## src/rtl/uart_tx_pkg.sv

```systemverilog
package uart_tx_pkg;

  typedef enum logic [2:0] {
    PK_EVEN,
    PK_ODD,
    PK_ZERO,
    PK_ONE,
    PK_NONE
  } par_kind_e;

  typedef enum logic [2:0] {
    ST_IDLE,
    ST_WAIT,
    ST_START,
    ST_DATA,
    ST_PAR,
    ST_STOP,
    ST_BRK,
    ST_GAP
  } tx_state_e;

endpackage

```

## src/rtl/uart_tx_fmt_decode.sv

```systemverilog
module uart_tx_fmt_decode
  import uart_tx_pkg::*;
#(
  parameter int CHAR_W = 8,
  localparam int CNT_W = $clog2(CHAR_W + 1)
) (
  input  logic [1:0]       len_code,
  input  logic [2:0]       par_code,
  input  logic [1:0]       stop_code,
  output logic [CNT_W-1:0] nbits,
  output par_kind_e        par_kind,
  output logic             two_stop
);

  always_comb begin
    unique case (len_code)
      2'b10:   nbits = CNT_W'(CHAR_W - 1);
      2'b11:   nbits = CNT_W'(CHAR_W - 2);
      default: nbits = CNT_W'(CHAR_W);
    endcase
  end

  always_comb begin
    if (par_code[2]) begin
      par_kind = PK_NONE;
    end else begin
      unique case (par_code[1:0])
        2'b00:   par_kind = PK_EVEN;
        2'b01:   par_kind = PK_ODD;
        2'b10:   par_kind = PK_ZERO;
        default: par_kind = PK_ONE;
      endcase
    end
  end

  assign two_stop = (stop_code == 2'b10);

endmodule

```

## src/rtl/uart_tx_cmd.sv

```systemverilog
module uart_tx_cmd (
  input  logic clk,
  input  logic rst,
  input  logic cmd_en,
  input  logic cmd_dis,
  input  logic cmd_rst,
  input  logic cmd_brk_on,
  input  logic cmd_brk_off,
  output logic enabled,
  output logic brk_req
);

  always_ff @(posedge clk) begin
    if (rst) begin
      enabled <= 1'b0;
    end else if (cmd_dis) begin
      enabled <= 1'b0;
    end else if (cmd_en) begin
      enabled <= 1'b1;
    end
  end

  always_ff @(posedge clk) begin
    if (rst) begin
      brk_req <= 1'b0;
    end else if (cmd_rst || cmd_brk_off) begin
      brk_req <= 1'b0;
    end else if (cmd_brk_on) begin
      brk_req <= 1'b1;
    end
  end

endmodule

```

## src/rtl/uart_tx_serializer.sv

```systemverilog
module uart_tx_serializer
  import uart_tx_pkg::*;
#(
  parameter int CHAR_W = 8,
  localparam int CNT_W = $clog2(CHAR_W + 1)
) (
  input  logic              clk,
  input  logic              rst,
  input  logic              tick,
  input  logic              abort,
  input  logic              load,
  input  logic [CHAR_W-1:0] load_data,
  input  logic [CNT_W-1:0]  nbits,
  input  par_kind_e         par_kind,
  input  logic              two_stop,
  input  logic              brk_req,
  output tx_state_e         state,
  output logic              line,
  output logic              done
);

  logic [CHAR_W-1:0] mask;
  logic [CHAR_W-1:0] masked;
  logic              par_even;
  logic              par_bit_nx;

  for (genvar i = 0; i < CHAR_W; i++) begin : g_mask
    assign mask[i] = (CNT_W'(i) < nbits);
  end

  assign masked   = load_data & mask;
  assign par_even = ^masked;

  always_comb begin
    unique case (par_kind)
      PK_EVEN: par_bit_nx = par_even;
      PK_ODD:  par_bit_nx = ~par_even;
      PK_ONE:  par_bit_nx = 1'b1;
      default: par_bit_nx = 1'b0;
    endcase
  end

  logic [CHAR_W-1:0] shreg;
  logic [CNT_W-1:0]  sent;
  logic [CNT_W-1:0]  nb_q;
  logic              has_par_q;
  logic              par_bit_q;
  logic              two_q;
  logic              stop_left;

  always_ff @(posedge clk) begin
    if (rst || abort) begin
      state     <= ST_IDLE;
      line      <= 1'b1;
      done      <= 1'b0;
      shreg     <= '0;
      sent      <= '0;
      nb_q      <= '0;
      has_par_q <= 1'b0;
      par_bit_q <= 1'b0;
      two_q     <= 1'b0;
      stop_left <= 1'b0;
    end else begin
      done <= 1'b0;
      unique case (state)
        ST_IDLE: begin
          if (load) begin
            state     <= ST_WAIT;
            shreg     <= masked;
            nb_q      <= nbits;
            has_par_q <= (par_kind != PK_NONE);
            par_bit_q <= par_bit_nx;
            two_q     <= two_stop;
          end else if (tick && brk_req) begin
            state <= ST_BRK;
            line  <= 1'b0;
          end
        end
        ST_WAIT: begin
          if (tick) begin
            state <= ST_START;
            line  <= 1'b0;
          end
        end
        ST_START: begin
          if (tick) begin
            state <= ST_DATA;
            line  <= shreg[0];
            shreg <= {1'b0, shreg[CHAR_W-1:1]};
            sent  <= CNT_W'(1);
          end
        end
        ST_DATA: begin
          if (tick) begin
            if (sent == nb_q) begin
              if (has_par_q) begin
                state <= ST_PAR;
                line  <= par_bit_q;
              end else begin
                state     <= ST_STOP;
                line      <= 1'b1;
                stop_left <= two_q;
              end
            end else begin
              line  <= shreg[0];
              shreg <= {1'b0, shreg[CHAR_W-1:1]};
              sent  <= sent + CNT_W'(1);
            end
          end
        end
        ST_PAR: begin
          if (tick) begin
            state     <= ST_STOP;
            line      <= 1'b1;
            stop_left <= two_q;
          end
        end
        ST_STOP: begin
          if (tick) begin
            if (stop_left) begin
              stop_left <= 1'b0;
            end else begin
              done <= 1'b1;
              if (brk_req) begin
                state <= ST_BRK;
                line  <= 1'b0;
              end else begin
                state <= ST_IDLE;
              end
            end
          end
        end
        ST_BRK: begin
          if (tick && !brk_req) begin
            state <= ST_GAP;
            line  <= 1'b1;
          end
        end
        default: begin
          if (tick) begin
            state <= ST_IDLE;
          end
        end
      endcase
    end
  end

endmodule

```

## src/rtl/uart_char_tx.sv

```systemverilog
module uart_char_tx
  import uart_tx_pkg::*;
#(
  parameter int WORD_W = 32,
  parameter int CHAR_W = 8,
  localparam int CNT_W = $clog2(CHAR_W + 1)
) (
  input  logic              clk,
  input  logic              rst,
  input  logic              bit_tick,
  input  logic [1:0]        cfg_len,
  input  logic [2:0]        cfg_par,
  input  logic [1:0]        cfg_stop,
  input  logic              cmd_en,
  input  logic              cmd_dis,
  input  logic              cmd_rst,
  input  logic              cmd_brk_on,
  input  logic              cmd_brk_off,
  input  logic              wr_valid,
  input  logic [WORD_W-1:0] wr_data,
  output logic              tx_ready,
  output logic              tx_line,
  output logic              tx_active,
  output logic              tx_done
);

  logic             enabled;
  logic             brk_req;
  logic [CNT_W-1:0] nbits;
  par_kind_e        par_kind;
  logic             two_stop;
  tx_state_e        state;
  logic             load;

  uart_tx_cmd u_cmd (
    .clk         (clk),
    .rst         (rst),
    .cmd_en      (cmd_en),
    .cmd_dis     (cmd_dis),
    .cmd_rst     (cmd_rst),
    .cmd_brk_on  (cmd_brk_on),
    .cmd_brk_off (cmd_brk_off),
    .enabled     (enabled),
    .brk_req     (brk_req)
  );

  uart_tx_fmt_decode #(.CHAR_W(CHAR_W)) u_dec (
    .len_code  (cfg_len),
    .par_code  (cfg_par),
    .stop_code (cfg_stop),
    .nbits     (nbits),
    .par_kind  (par_kind),
    .two_stop  (two_stop)
  );

  assign tx_ready = enabled && !brk_req && (state == ST_IDLE);
  assign load     = wr_valid && tx_ready;

  uart_tx_serializer #(.CHAR_W(CHAR_W)) u_ser (
    .clk       (clk),
    .rst       (rst),
    .tick      (bit_tick),
    .abort     (cmd_rst),
    .load      (load),
    .load_data (wr_data[CHAR_W-1:0]),
    .nbits     (nbits),
    .par_kind  (par_kind),
    .two_stop  (two_stop),
    .brk_req   (brk_req),
    .state     (state),
    .line      (tx_line),
    .done      (tx_done)
  );

  assign tx_active = (state == ST_START) || (state == ST_DATA) ||
                     (state == ST_PAR)   || (state == ST_STOP);

endmodule

```

## config.mk

```make
export PLATFORM = sky130hd
export DESIGN_NAME = uart_char_tx
export DESIGN_NICKNAME = d
export VERILOG_FILES = /design/src/rtl/uart_tx_pkg.sv /design/src/rtl/uart_tx_fmt_decode.sv /design/src/rtl/uart_tx_cmd.sv /design/src/rtl/uart_tx_serializer.sv /design/src/rtl/uart_char_tx.sv
export SDC_FILE = /design/constraint.sdc
export NUM_CORES = 1
export LEC_CHECK = 0
export BUFFER_PORTS_ARGS = -buffer_cell sky130_fd_sc_hd__buf_2
export CAP_MARGIN = 15
export CORE_UTILIZATION = 35
export CTS_CLUSTER_SIZE = 30
export DETAILED_ROUTE_END_ITERATION = 8
export GPL_ROUTABILITY_DRIVEN = 0
export PLACE_DENSITY_LB_ADDON = 0.2
export SYNTH_ARGS = -nofsm -noshare
export SYNTH_HDL_FRONTEND = slang
export SYNTH_HIERARCHICAL = 1
export SYNTH_SLANG_ARGS = --single-unit
```

## constraint.sdc

```tcl
create_clock -name clk -period 2.7 [get_ports clk]
set_clock_uncertainty 0.1 [all_clocks]
set_input_delay 0.135 -clock clk [delete_from_list [all_inputs] [get_ports clk]]
set_output_delay 0.135 -clock clk [all_outputs]
set_load 0.01 [all_outputs]
```

**After elaboration in Yosys (flattened, before gate mapping)**

Cells that the tools add are included.

- Flip-flop bits (word level): 27
- Word-level logic and storage cells: 130

- Add/subtract/negate cells: 1
- Order comparisons: 8
- Eq/ne operators: 30
- Mux-type cells: 46
- Bitwise gates (word level): 4
- Reductions and logical operators: 29

Operators by type and width:

| cell | number |
|---|---|
| $mux 3 | 13 |
| $mux 8 | 4 |
| $pmux 8 s3 | 1 |
| $pmux 3 s7 | 1 |
| $ne 2x2->1 const B | 10 |
| $mux 1 | 18 |
| $lt 3x4->1 const A | 4 |
| $pmux 4 s2 | 2 |
| $mux 4 | 3 |
| $reduce_and 11->1 | 1 |
| $reduce_and 10->1 | 1 |
| $eq 3x2->1 const B | 3 |
| $eq 3x3->1 const B | 3 |
| $reduce_bool 3->1 | 3 |
| $and 8x8->8 | 1 |
| $eq 2x2->1 const B | 4 |
| $lt 1x4->1 const A | 2 |
| $lt 2x4->1 const A | 2 |
| $ne 2x1->1 const B | 4 |
| $reduce_xor 8->1 | 1 |
| $pmux 1 s7 | 1 |
| $reduce_bool 7->1 | 1 |
| $eq 3x1->1 const B | 2 |
| $logic_not 3->1 | 2 |
| other kinds (19) | 31 |

**Depth between registers and ports, before layout**

- Depth after elaboration: 7
- Mapped depth: 9
- Mapped depth without buffers: 8

**Modules after synthesis**

Netlist, hierarchy kept.

Modules (own cells, without submodules):

| module | instances | cells an instance | area each (µm²) |
|---|---|---|---|
| uart_tx_serializer | 1 | 216 | 1631.6 |
| uart_tx_cmd | 1 | 6 | 65.1 |
| uart_tx_fmt_decode | 1 | 8 | 50.0 |
| uart_char_tx | 1 | 5 | 40.0 |

**Worst setup path after synthesis**

OpenSTA, ideal clock, no wires.

- Path kind: flip-flop to flip-flop
- From: register u_cmd.brk_req
- To: register u_ser.state[1]
- Library setup time: 0.130 ns
- Data arrival time: 1.830 ns
- Slack: 0.640 ns
- Cell stages (with the launch flop): 9
- Buffers on the path: 0
- Cells stage by stage: dfxtp_1 > nand2b_1 > nor4_2 > nand2b_1 > a21oi_1 > nor2_1 > nor4_4 > mux2i_1 > nor3_2

- Longest elaborated chain between the ends: 6

Ends and longest elaborated chain:

| element | line | source |
|---|---|---|
| from (decl) | uart_tx_cmd.sv:10 | `output logic brk_req` |
| from (signal assigned) | uart_tx_cmd.sv:25 | `brk_req <= 1'b0;` |
| from (signal assigned) | uart_tx_cmd.sv:27 | `brk_req <= 1'b0;` |
| from (signal assigned) | uart_tx_cmd.sv:29 | `brk_req <= 1'b1;` |
| $logic_not 1->1 * | uart_char_tx.sv:56 | `assign tx_ready = enabled && !brk_req && (state == ST_IDLE);` |
| $logic_and 1x1->1 * (2 in a row) | uart_char_tx.sv:56 |  |
| $logic_and 1x1->1 * | uart_char_tx.sv:57 | `assign load = wr_valid && tx_ready;` |
| named net load | uart_char_tx.sv:33 | `logic load;` |
| $ne 3x2->1 (no source line) / $mux 3 (equally long branches) | -- |  |
| $reduce_and 10->1 (no source line) / $pmux 3 s7 (equally long branches) | -- |  |
| to (signal assigned) | uart_tx_serializer.sv:128 | `state <= ST_IDLE;` |
| to (signal assigned) | uart_tx_serializer.sv:135 | `state <= ST_GAP;` |
| to (signal assigned) | uart_tx_serializer.sv:141 | `state <= ST_IDLE;` |
| to (decl) | uart_tx_serializer.sv:17 | `output tx_state_e state,` |

The timed path passes the listed nets; every way through them passes the cells marked *. The select of a mux whose other input is x is not followed.
A chain may end at the register's enable or synchronous reset.

**Worst setup path in the final report**

Ends and elaborated chain as after synthesis.

==> results.ini <==
[setup_path]
cp_top_family=simple AND/OR/NAND/NOR gates
crit_path_end_kind=flop
slowest_stage=dfxtp_1
worstSetupPathType=flop to flop
path_cells=nand2b_1, nor4_2, buf_4, nand2b_1, a21oi_1, nor2_1, nor4_4, mux2i_1, nor3_2
max_stage_delay_ns=0.38
r2r-end=u_ser/state[1]
cp.buffers_inverters=1
path_max_fanout=6
reg2reg_from=u_cmd/brk_req
reg2regPathDepth=9
cp.depth=9
worstPathRequired_ns=2.76
critPathMostFrequentCell=nand2b_1
startpoint_type=flop
rrSetupSlack_ns=0.48
critical_path_arrival_ns=2.29
cp-startpoint=u_cmd/brk_req

[synthesis]
yosysMostFrequentCell=nand2_1
synth-compound-area-share=0.187
synth_area_leaders=dfxtp_1 30%, mux2i_1 9.0%, nand2_1 6.7%, nor2_1 4.4%, a21oi_1 3.9%
ys_warn_count=6
synth_fp_nets=284
ys_ff_latch=27
synth_edf_count=0
synth_simple_gate_area_frac=0.289
synthCells=235
async_flop_share=0
yosysTopAreaCell=dfxtp_1
synth_area_um2=1790
synthAdderAreaFrac=0.00700
synthFlopType=dfxtp_1
syn_area_per_cell_um2=7.60
synth_xor_area_frac=0.0588
synth_top_family_by_area=simple AND/OR/NAND/NOR gates
synth.top_cell.area_share=0.303
synthMuxAreaShare=0.0896
yosys-top-cells-count=32 x nand2_1, 27 x dfxtp_1, 21 x nor2_1
yosysSeqAreaShare=0.303
yosysUniqueCellTypes=44

[sta]
finalHoldViolCount=0
worst_pin_slew_ns=0.503
setup_viol=0
setup-tns-final_ns=0
slew_viol_final=0
relSlewSlack=0.665
rsz0062_at_grt=false
period_needed_ns=2.22
period_share=0.824
max_freq_ghz=0.450

[worst_hold_path]
hp-start=cfg_stop[0]
hold_path_end=u_ser/two_q
hold_class=primary input to flop
min_path_cells=4

[clock_tree]
cts_buffer_depth=2
cts_root_buf=clkbuf_8
cts.sinks=27
cts_buffers=3
cts_setup_buffers=0
cts_tree=done
insertion_delay_ns=0.28
cts.htree.levels=1
clk_pin_slew_worst_paths_ns=0.10

[power]
ir_worst_vdd_mv=0.213
p_leak_nw=0.823
finalPower_uw=801
power_per_cell_area_nw_per_um2=385

[grt]
grt_max_degree=26
overflow=0
antenna_found_initial=0
grt_pass1_vias=1535
track_usage=0.165
grt_pass1_wl_mm=7.01

[placement]
hpwl_mm=2.79
port_buffers=27

[cells_and_area]
multi_input_area_um2=1130
diodes=0
syn_to_final_growth_pct=16.5
drive_gt1_frac=0.185
final-seq-area_um2=541
fillCellCount=531
fin_nets=310

[floorplanning]
start_util=0.371
fp-row-count=25
core_um2=4820
die-area_um2=5390
die_h_um=73.5
pin_count=52
dieWidth_um=73.5

[route]
via_count=1645
drcViolationCount=0
finalWirelength_mm=4.07
drt_first_pass_iters=4
avgRoutedWirePerCell_um=12.4
drt_iter0_drc=151
viasPerCell=5.03
drtAntennaViolNets=0

[flow_run]
maxCapViolations=0

[status]
status=complete, no violations

-- tightest hold or removal path, stage by stage --
cell and delay [ns]:
buf_2 0.08, nor2b_1 0.04, nand2_1 0.06, a21oi_1 0.05
-- final cells by class --
class / instances / share of cell area
timing repair buffer: 41 / 0.121
clock buffer: 4 / 0.0216
inverter: 8 / 0.0144
multi-input combinational: 180 / 0.542
tap: 67 / 0.0403
sequential: 27 / 0.260
-- repair_timing --
item,CTS,global route
endpoints found under the hold margin,3,0
setup endpoints to repair,0,0
gates resized for setup,0,0
hold buffers,5,0
-- per-layer routing --
metal | global-route usage | share of wire | up-vias
met2 | 0.273 | 0.46 | 38
met4 | 0.0385 | 0.0064 | 0
met1 | 0.224 | 0.49 | 734
met5 | 0 | 0 | -
met3 | 0.0247 | 0.038 | 2
li1 | - | - | 871
-- placed cells by master, fill, tap and decap left out, drive strengths merged, types with 2 or more instances in the layout --
| cell | n |
|---|---|
| buf | 36 |
| nand2 | 32 |
| dfxtp | 27 |
| nor2 | 22 |
| mux2i | 16 |
| o21ai | 15 |
| a21oi | 14 |
| nor4 | 10 |
| inv | 8 |
| nand3 | 8 |
| nand2b | 7 |
| xor2 | 6 |
| xnor2 | 6 |
| nor3 | 6 |
| nor2b | 6 |
| dlygate4sd3 | 5 |
| o21a | 5 |
| clkbuf | 4 |
| or2 | 2 |
| o211ai | 2 |
| nand4 | 2 |
| a21boi | 2 |
| o32ai | 2 |
| a211oi | 2 |
| a32oi | 2 |
-- sequential cells by signal, summed over array words and instances, names as in the netlist, 3 cells and up --
register     flops
u_ser/nb_q       4
u_ser/sent       4
u_ser/state      3
u_ser/shreg      8
-- stage by stage --
stage	setup WS (ns)	instance area [um^2]	util	instances	hold WS (ns)
6_report	0.476	2080	0.432	327	0.0393
5_1_grt	0.312	2080	0.432	327	0.0395
4_1_cts	0.466	2080	0.432	327	0.0282
3_5_place_dp	0.505	1990	0.412	318	0.204
3_3_place_gp	0.523	1990	0.412	318	0.199
2_1_floorplan	0.640	1790	-	235	0.105
-- report_power, final --
group / leakage [nW] / internal, mW / total (mW) / switching [mW]
clock network: 0.0228 / 0.106 / 0.238 / 0.132
registers: 0.218 / 0.403 / 0.407 / 0.00355
logic: 0.582 / 0.0698 / 0.157 / 0.0868
-- worst max-delay path by stage --
| stage | to | slack, ns |
|---|---|---|
| 6_report | u_ser/state[1] | 0.48 |
| 5_1_grt | u_ser/state[2] | 0.31 |
| 4_1_cts | u_ser/state[1] | 0.47 |
| 3_5_place_dp | u_ser/state[1] | 0.51 |
| 3_3_place_gp | u_ser/state[1] | 0.52 |
| 2_1_floorplan | u_ser/state[1] | 0.64 |
-- kinds of logic after synthesis --
logic type / count (synthesis)
buffers and inverters: 28
adders and majority gates: 1
xor gates and xnor gates: 12
and+or+nand+nor: 98
DFF: 27
AOI/OAI and AO/OA: 53
muxes: 16
No activity file was read; power rests on OpenSTA's default activity.
